[config.mk]
export PLATFORM = sky130hd
export DESIGN_NAME = spatial_dither
export DESIGN_NICKNAME = d
export VERILOG_FILES = /design/src/rtl/dither_pkg.sv /design/src/rtl/dither_lfsr.sv /design/src/rtl/dither_channel.sv /design/src/rtl/spatial_dither.sv
export SDC_FILE = /design/constraint.sdc
export NUM_CORES = 1
export LEC_CHECK = 0
export ABC_CLOCK_PERIOD_IN_PS = 5650
export BUFFER_PORTS_ARGS = -buffer_cell sky130_fd_sc_hd__buf_2
export CAP_MARGIN = 25
export CORE_ASPECT_RATIO = 0.75
export CORE_MARGIN = 2
export CORE_UTILIZATION = 50
export CTS_CLUSTER_DIAMETER = 200
export DETAILED_ROUTE_END_ITERATION = 16
export MAX_ROUTING_LAYER = met4
export PLACE_DENSITY = 0.77
export SLEW_MARGIN = 15
export SYNTH_ARGS = -nofsm -noshare
export SYNTH_HDL_FRONTEND = slang
export SYNTH_SLANG_ARGS = --single-unit
[constraint.sdc]
create_clock -name clk -period 5.65 [get_ports clk]
set_clock_uncertainty 0.05 [all_clocks]
set_input_delay 1.695 -clock clk [delete_from_list [all_inputs] [get_ports clk]]
set_output_delay 1.695 -clock clk [all_outputs]
set_load 0.005 [all_outputs]
[src/rtl/dither_pkg.sv]
package dither_pkg;
   localparam int NUM_CH = 3;

   typedef enum logic [1:0] {
      DEPTH_6    = 2'd0,
      DEPTH_8    = 2'd1,
      DEPTH_10   = 2'd2,
      DEPTH_RSVD = 2'd3
   } depth_e;
endpackage

[src/rtl/dither_lfsr.sv]
module dither_lfsr #(
   parameter int LFSR_W = 28,
   parameter int TAP    = 3,
   parameter int NW     = 6
) (
   input  logic              clk,
   input  logic              rst_n,
   input  logic              load,
   input  logic              reseed,
   input  logic              advance,
   input  logic [LFSR_W-1:0] seed,
   output logic [NW-1:0]     noise_bits
);
   logic [LFSR_W-1:0] state_q;
   logic [LFSR_W-1:0] cur;
   logic [LFSR_W-1:0] nxt;

   assign cur        = reseed ? seed : state_q;
   assign nxt        = {cur[LFSR_W-2:0], cur[LFSR_W-1] ^ cur[TAP-1]};
   assign noise_bits = cur[NW-1:0];

   always_ff @(posedge clk) begin
      if (!rst_n)       state_q <= '0;
      else if (load)    state_q <= seed;
      else if (advance) state_q <= nxt;
   end
endmodule

[src/rtl/dither_channel.sv]
module dither_channel #(
   parameter int CH_W = 12,
   parameter int NW   = 6
) (
   input  logic            clk,
   input  logic            rst_n,
   input  logic            active,
   input  logic            clear,
   input  logic            hp_en,
   input  logic            valid,
   input  logic [NW-1:0]   mask,
   input  logic [CH_W-1:0] keep_mask,
   input  logic [NW-1:0]   raw_bits,
   input  logic [CH_W-1:0] pix_in,
   output logic [CH_W-1:0] pix_out
);
   logic [NW-1:0]   raw;
   logic [NW-1:0]   prev_q;
   logic [NW-1:0]   hp;
   logic [NW-1:0]   noise;
   logic [CH_W:0]   sum;
   logic [CH_W-1:0] sat;

   assign raw   = raw_bits & mask;
   assign hp    = (raw - prev_q) & mask;
   assign noise = active ? (hp_en ? hp : raw) : '0;
   assign sum   = {1'b0, pix_in} + {{(CH_W + 1 - NW){1'b0}}, noise};
   assign sat   = sum[CH_W] ? {CH_W{1'b1}} : sum[CH_W-1:0];

   always_ff @(posedge clk) begin
      if (!rst_n)                prev_q <= '0;
      else if (clear)            prev_q <= '0;
      else if (active && valid)  prev_q <= raw;
   end

   always_ff @(posedge clk) begin
      if (!rst_n)     pix_out <= '0;
      else if (valid) pix_out <= sat & keep_mask;
   end
endmodule

[src/rtl/spatial_dither.sv]
module spatial_dither #(
   parameter int CH_W   = 12,
   parameter int LFSR_W = 28,
   parameter int TAP_R  = 3,
   parameter int TAP_G  = 9,
   parameter int TAP_B  = 13
) (
   input  logic              clk,
   input  logic              rst_n,
   input  logic              cfg_enable,
   input  logic [1:0]        cfg_depth,
   input  logic              cfg_per_channel,
   input  logic              cfg_frame_reseed,
   input  logic              cfg_highpass,
   input  logic [LFSR_W-1:0] cfg_seed_r,
   input  logic [LFSR_W-1:0] cfg_seed_g,
   input  logic [LFSR_W-1:0] cfg_seed_b,
   input  logic              in_valid,
   input  logic              in_sof,
   input  logic [CH_W-1:0]   in_r,
   input  logic [CH_W-1:0]   in_g,
   input  logic [CH_W-1:0]   in_b,
   output logic              out_valid,
   output logic              out_sof,
   output logic [CH_W-1:0]   out_r,
   output logic [CH_W-1:0]   out_g,
   output logic [CH_W-1:0]   out_b
);
   import dither_pkg::*;

   localparam int DROP_LO = CH_W - 6;
   localparam int DROP_HI = CH_W - 8;
   localparam int NW      = DROP_LO;

   if (CH_W < 9) begin : g_bad_width
      $error("spatial_dither: CH_W must be at least 9");
   end
   if (LFSR_W < NW || TAP_R >= LFSR_W || TAP_G >= LFSR_W || TAP_B >= LFSR_W) begin : g_bad_lfsr
      $error("spatial_dither: taps and noise width must fit in LFSR_W");
   end

   depth_e            depth;
   logic              narrow;
   logic              active;
   logic              advance;
   logic              reseed;
   logic [NW-1:0]     nmask;
   logic [CH_W-1:0]   keep_mask;
   logic [LFSR_W-1:0] seeds  [NUM_CH];
   logic [CH_W-1:0]   pix_in [NUM_CH];
   logic [CH_W-1:0]   pix_out[NUM_CH];
   logic [NW-1:0]     gen_bits[NUM_CH];

   assign depth     = depth_e'(cfg_depth);
   assign narrow    = (depth == DEPTH_6);
   assign active    = cfg_enable && (depth == DEPTH_6 || depth == DEPTH_8);
   assign advance   = active && in_valid;
   assign reseed    = cfg_frame_reseed && in_sof;
   assign nmask     = narrow ? {NW{1'b1}} : NW'((1 << DROP_HI) - 1);
   assign keep_mask = narrow ? ~CH_W'((1 << DROP_LO) - 1) : ~CH_W'((1 << DROP_HI) - 1);

   assign seeds[0]  = cfg_seed_r;
   assign seeds[1]  = cfg_seed_g;
   assign seeds[2]  = cfg_seed_b;
   assign pix_in[0] = in_r;
   assign pix_in[1] = in_g;
   assign pix_in[2] = in_b;

   for (genvar g = 0; g < NUM_CH; g++) begin : g_ch
      localparam int TAP = (g == 0) ? TAP_R : (g == 1) ? TAP_G : TAP_B;
      logic [NW-1:0] src_bits;

      dither_lfsr #(.LFSR_W(LFSR_W), .TAP(TAP), .NW(NW)) u_gen (
         .clk       (clk),
         .rst_n     (rst_n),
         .load      (!cfg_enable),
         .reseed    (reseed),
         .advance   (advance),
         .seed      (seeds[g]),
         .noise_bits(gen_bits[g])
      );

      if (g == 0) begin : g_own
         assign src_bits = gen_bits[0];
      end else begin : g_sel
         assign src_bits = cfg_per_channel ? gen_bits[g] : gen_bits[0];
      end

      dither_channel #(.CH_W(CH_W), .NW(NW)) u_dp (
         .clk      (clk),
         .rst_n    (rst_n),
         .active   (active),
         .clear    (!cfg_enable),
         .hp_en    (cfg_highpass),
         .valid    (in_valid),
         .mask     (nmask),
         .keep_mask(keep_mask),
         .raw_bits (src_bits),
         .pix_in   (pix_in[g]),
         .pix_out  (pix_out[g])
      );
   end

   always_ff @(posedge clk) begin
      if (!rst_n) begin
         out_valid <= 1'b0;
         out_sof   <= 1'b0;
      end else begin
         out_valid <= in_valid;
         out_sof   <= in_valid && in_sof;
      end
   end

   assign out_r = pix_out[0];
   assign out_g = pix_out[1];
   assign out_b = pix_out[2];
endmodule

==> results.toml <==
[die]
die-width_um = 148
die_area_mm2 = 0.0166
ios = 168
start_util_pct = 51.1
core_mm2 = 0.0152
die_h_um = 112
num_rows = 39

[timing]
finalCritPeriodShare_pct = 95.3
setup_viol = 0
max_freq_ghz = 0.186
worst_pin_slew_ns = 0.927
fin_ws_ns = 0.267
min_period_ns = 5.38
final-hold-violation-count = 0
slew_violations = 0
slew_headroom_pct = 38.0

[synth]
synth.distinct_cells = 62
ys.flop_type = "dfxtp_1"
yosysSeqAreaShare_pct = 32.9
syn_area_per_cell_um2 = 7.70
synthArstFlopShare_pct = 0
ys_ff_latch = 128
synthCells = 1010
yosys_warnings = 0
synth-edff-count = 0
syn_area_mm2 = 0.00778

[place]
placed_cells = 1339
finalWeightedCongestion = 0.909
hpwl_mm = 14.7
place_area_mm2 = 0.00884
io_buffers = 155
pre_cts_ws_ns = -0.103

[drt]
post_drt_via_cell_ratio = 5.68
wl_per_cell_um = 15.7
firstDrtPassIters = 5
routed_wl_mm = 21.5
drc_errors = 0
drtIter0Drc = 745
ant_nets = 0
vias = 7789

[grt]
grt_max_degree = 84
antenna_found_initial = 1
grt_pass1_vias = 7058
grt_pass1_wl_mm = 34.5
gr-total-overflow = 0
grtUsageTotal_pct = 26.4

[status]
status = "complete, no violations"

[final_layout]
stdcell_count = 1372
drive_gt1_share_pct = 21.5
regArea_mm2 = 0.00256
layout.nets = 1316
syn2layout_area_growth_pct = 22.0
multi_input_area_mm2 = 0.00480
design_area_mm2 = 0.00949
finish.utilization_pct = 62.3
num-fill-cells = 1352

[clock_tree]
cts-root-buf = "clkbuf_16"
cts_buffer_depth = 2
clk_latency_ns = 0.42
htree_levels = 4
cts_sinks = 128
cts_setup_buffers = 0
cts_tree = "yes"
cts_buffers = 17
clk_pin_slew_ns = 0.06
postCtsHoldBufs = 0

[worst_setup_path]
worstPathArrival_ns = 5.67
cp-end-kind = "flip-flop"
reg2reg_to = "g_ch[1].u_dp.pix_out[9]$_SDFFE_PN0P_"
rr_worst_depth = 19
r2r_slack_ns = 1.59
timing.rr.start = "g_ch[0].u_gen.state_q[1]$_SDFFE_PN0P_"
start_kind = "input pin"
critPathKind = "input pin to flip-flop"
required_ns = 5.94
crit_path_max_fanout = 8

[hold_path]
worstHoldPathType = "flip-flop to flip-flop"
min_from = "g_ch[1].u_dp.pix_out[10]$_SDFFE_PN0P_"
hold_end = "g_ch[1].u_dp.pix_out[10]$_SDFFE_PN0P_"
min_path_cells = 2

[power_and_ir_drop]
p_leak_nw = 3.90
power.density_mw_per_mm2 = 276
peakVddDrop_mv = 0.233

[job]
drv_cap = 0
worst max-delay path by stage:
stage / startpoint / to / slack (ns)
3_3_place_gp: cfg_frame_reseed / g_ch[2].u_dp.pix_out[6]$_SDFFE_PN0P_ / 0.03
2_1_floorplan: cfg_frame_reseed / g_ch[2].u_dp.pix_out[6]$_SDFFE_PN0P_ / 0.06
5_1_grt: cfg_frame_reseed / g_ch[1].u_dp.pix_out[9]$_SDFFE_PN0P_ / -0.005
3_5_place_dp: cfg_frame_reseed / g_ch[1].u_dp.pix_out[9]$_SDFFE_PN0P_ / -0.10
6_report: cfg_frame_reseed / g_ch[1].u_dp.pix_out[9]$_SDFFE_PN0P_ / 0.27
4_1_cts: cfg_frame_reseed / g_ch[1].u_dp.pix_out[4]$_SDFFE_PN0P_ / 0.32
through the flow:
stage          setup TNS [ns]  power, W  hold WS, ns
6_report                    0   0.00262        0.394
5_1_grt              -0.00523   0.00273        0.426
4_1_cts                     0   0.00262        0.394
3_5_place_dp           -0.619   0.00144        0.386
3_3_place_gp                0   0.00143        0.386
2_1_floorplan               0   0.00128        0.386
timing repair:
| item | in CTS | in global routing |
|---|---|---|
| gates resized for setup | 0 | 3 |
| setup endpoints to repair | 0 | 7 |
| endpoints found under the hold margin | 0 | 0 |
synth_stat cells, drive strengths merged, types with 3 or more instances:
cell type	n	area, µm²
fa	3	60.1
nand3	12	60.1
a221oi	77	674
mux2i	27	270
o21ai	35	179
mux2	5	56.3
and3	8	50.1
nor2	47	176
nor3b	5	37.5
nand4	3	18.8
dfxtp	128	2560
a211oi	6	45.0
and4	5	43.8
nor3	10	50.1
a21o	7	52.6
nor2b	92	576
buf	28	174
inv	31	116
o31ai	3	27.5
ha	30	375
and2	5	31.3
clkbuf	56	210
xor2	4	35.0
o211ai	6	45.0
a21boi	5	37.5
nand2	199	747
a21oi	121	609
a31oi	7	43.8
xnor2	12	105
state kept, by name, indices dropped and copies added, names as in the netlist:
signal              cells
g_ch.u_gen.state_q     84
g_ch.u_dp.pix_out      24
out_valid               1
g_ch.u_dp.prev_q       18
out_sof                 1
cell families (layout without fill, tap and decap cells):
logic type	Yosys count	count (layout)	share of synthesized area (%)
compound gates	289	289	24.7
xor+xnor	16	16	1.80
fa+ha+maj	33	33	5.60
buf+inv	115	260	6.43
flops	128	128	32.9
mux	33	33	4.49
other cells	1	13	0.0482
simple gates	395	395	24.0
cell type report:
cell class | instances | share of cell area, %
Sequential cell | 128 | 27.0
Tap cell | 205 | 2.70
Inverter | 31 | 1.23
Clock buffer | 19 | 4.77
Timing Repair Buffer | 197 | 11.8
Clock inverter | 13 | 1.93
Multi-Input combinational cell | 778 | 50.6
Antenna cell | 1 | 0.0264
power by group:
| part | internal (W) | switching (W) |
|---|---|---|
| combinational | 0.000200 | 0.000250 |
| clock | 0.000762 | 0.000423 |
| sequential | 0.000954 | 0.0000262 |
| total | 0.00192 | 0.000699 |
cell usage in the layout (no fill, tap or decap), types with 3 or more instances in the layout:
master and n:
a211oi_1 5, buf_4 40, mux2_2 4, o211ai_1 6, bufinv_16 4, clkinv_2 4, and3_1 8, buf_2 155
a21boi_0 3, nand4_1 3, and2_1 4, nor2b_1 91, nor3b_1 5, fa_1 3, a21oi_1 120, nand3_1 12
a21o_1 7, conb_1 12, nor2_1 46, clkbuf_16 17, a31oi_1 7, inv_1 30, xor2_1 4, o21ai_1 6
o21ai_0 28, and4_1 5, nor3_1 10, mux2i_1 27, ha_1 30, dfxtp_1 128, xnor2_1 12, a221oi_1 77
nand2_1 197
worst max-delay path, stage by stage:
cell       delay, ns
buf_2           0.09
and2_4          0.18
buf_4           0.19
mux2i_1         0.27
a21o_1          0.18
inv_1           0.06
ha_1            0.27
nor2b_1         0.12
o21ai_0         0.26
a21boi_1        0.14
o21ai_0         0.22
or4b_2          0.60
o2111ai_1       0.12
o41ai_1         0.10
ha_1            0.31
a21oi_1         0.13
nor2_1          0.08
a41o_4          0.28
and4_1          0.20
o31ai_2         0.20
layer usage:
metal | vias to the layer above | GRT usage, % | share of wire, %
li1 | 3863 | - | -
met4 | 0 | 8.06 | 1.7
met1 | 3611 | 37.3 | 48
met5 | - | - | 0
met2 | 287 | 38.7 | 44
met3 | 28 | 4.47 | 6.4
No activity file was read; power rests on OpenSTA's default activity.
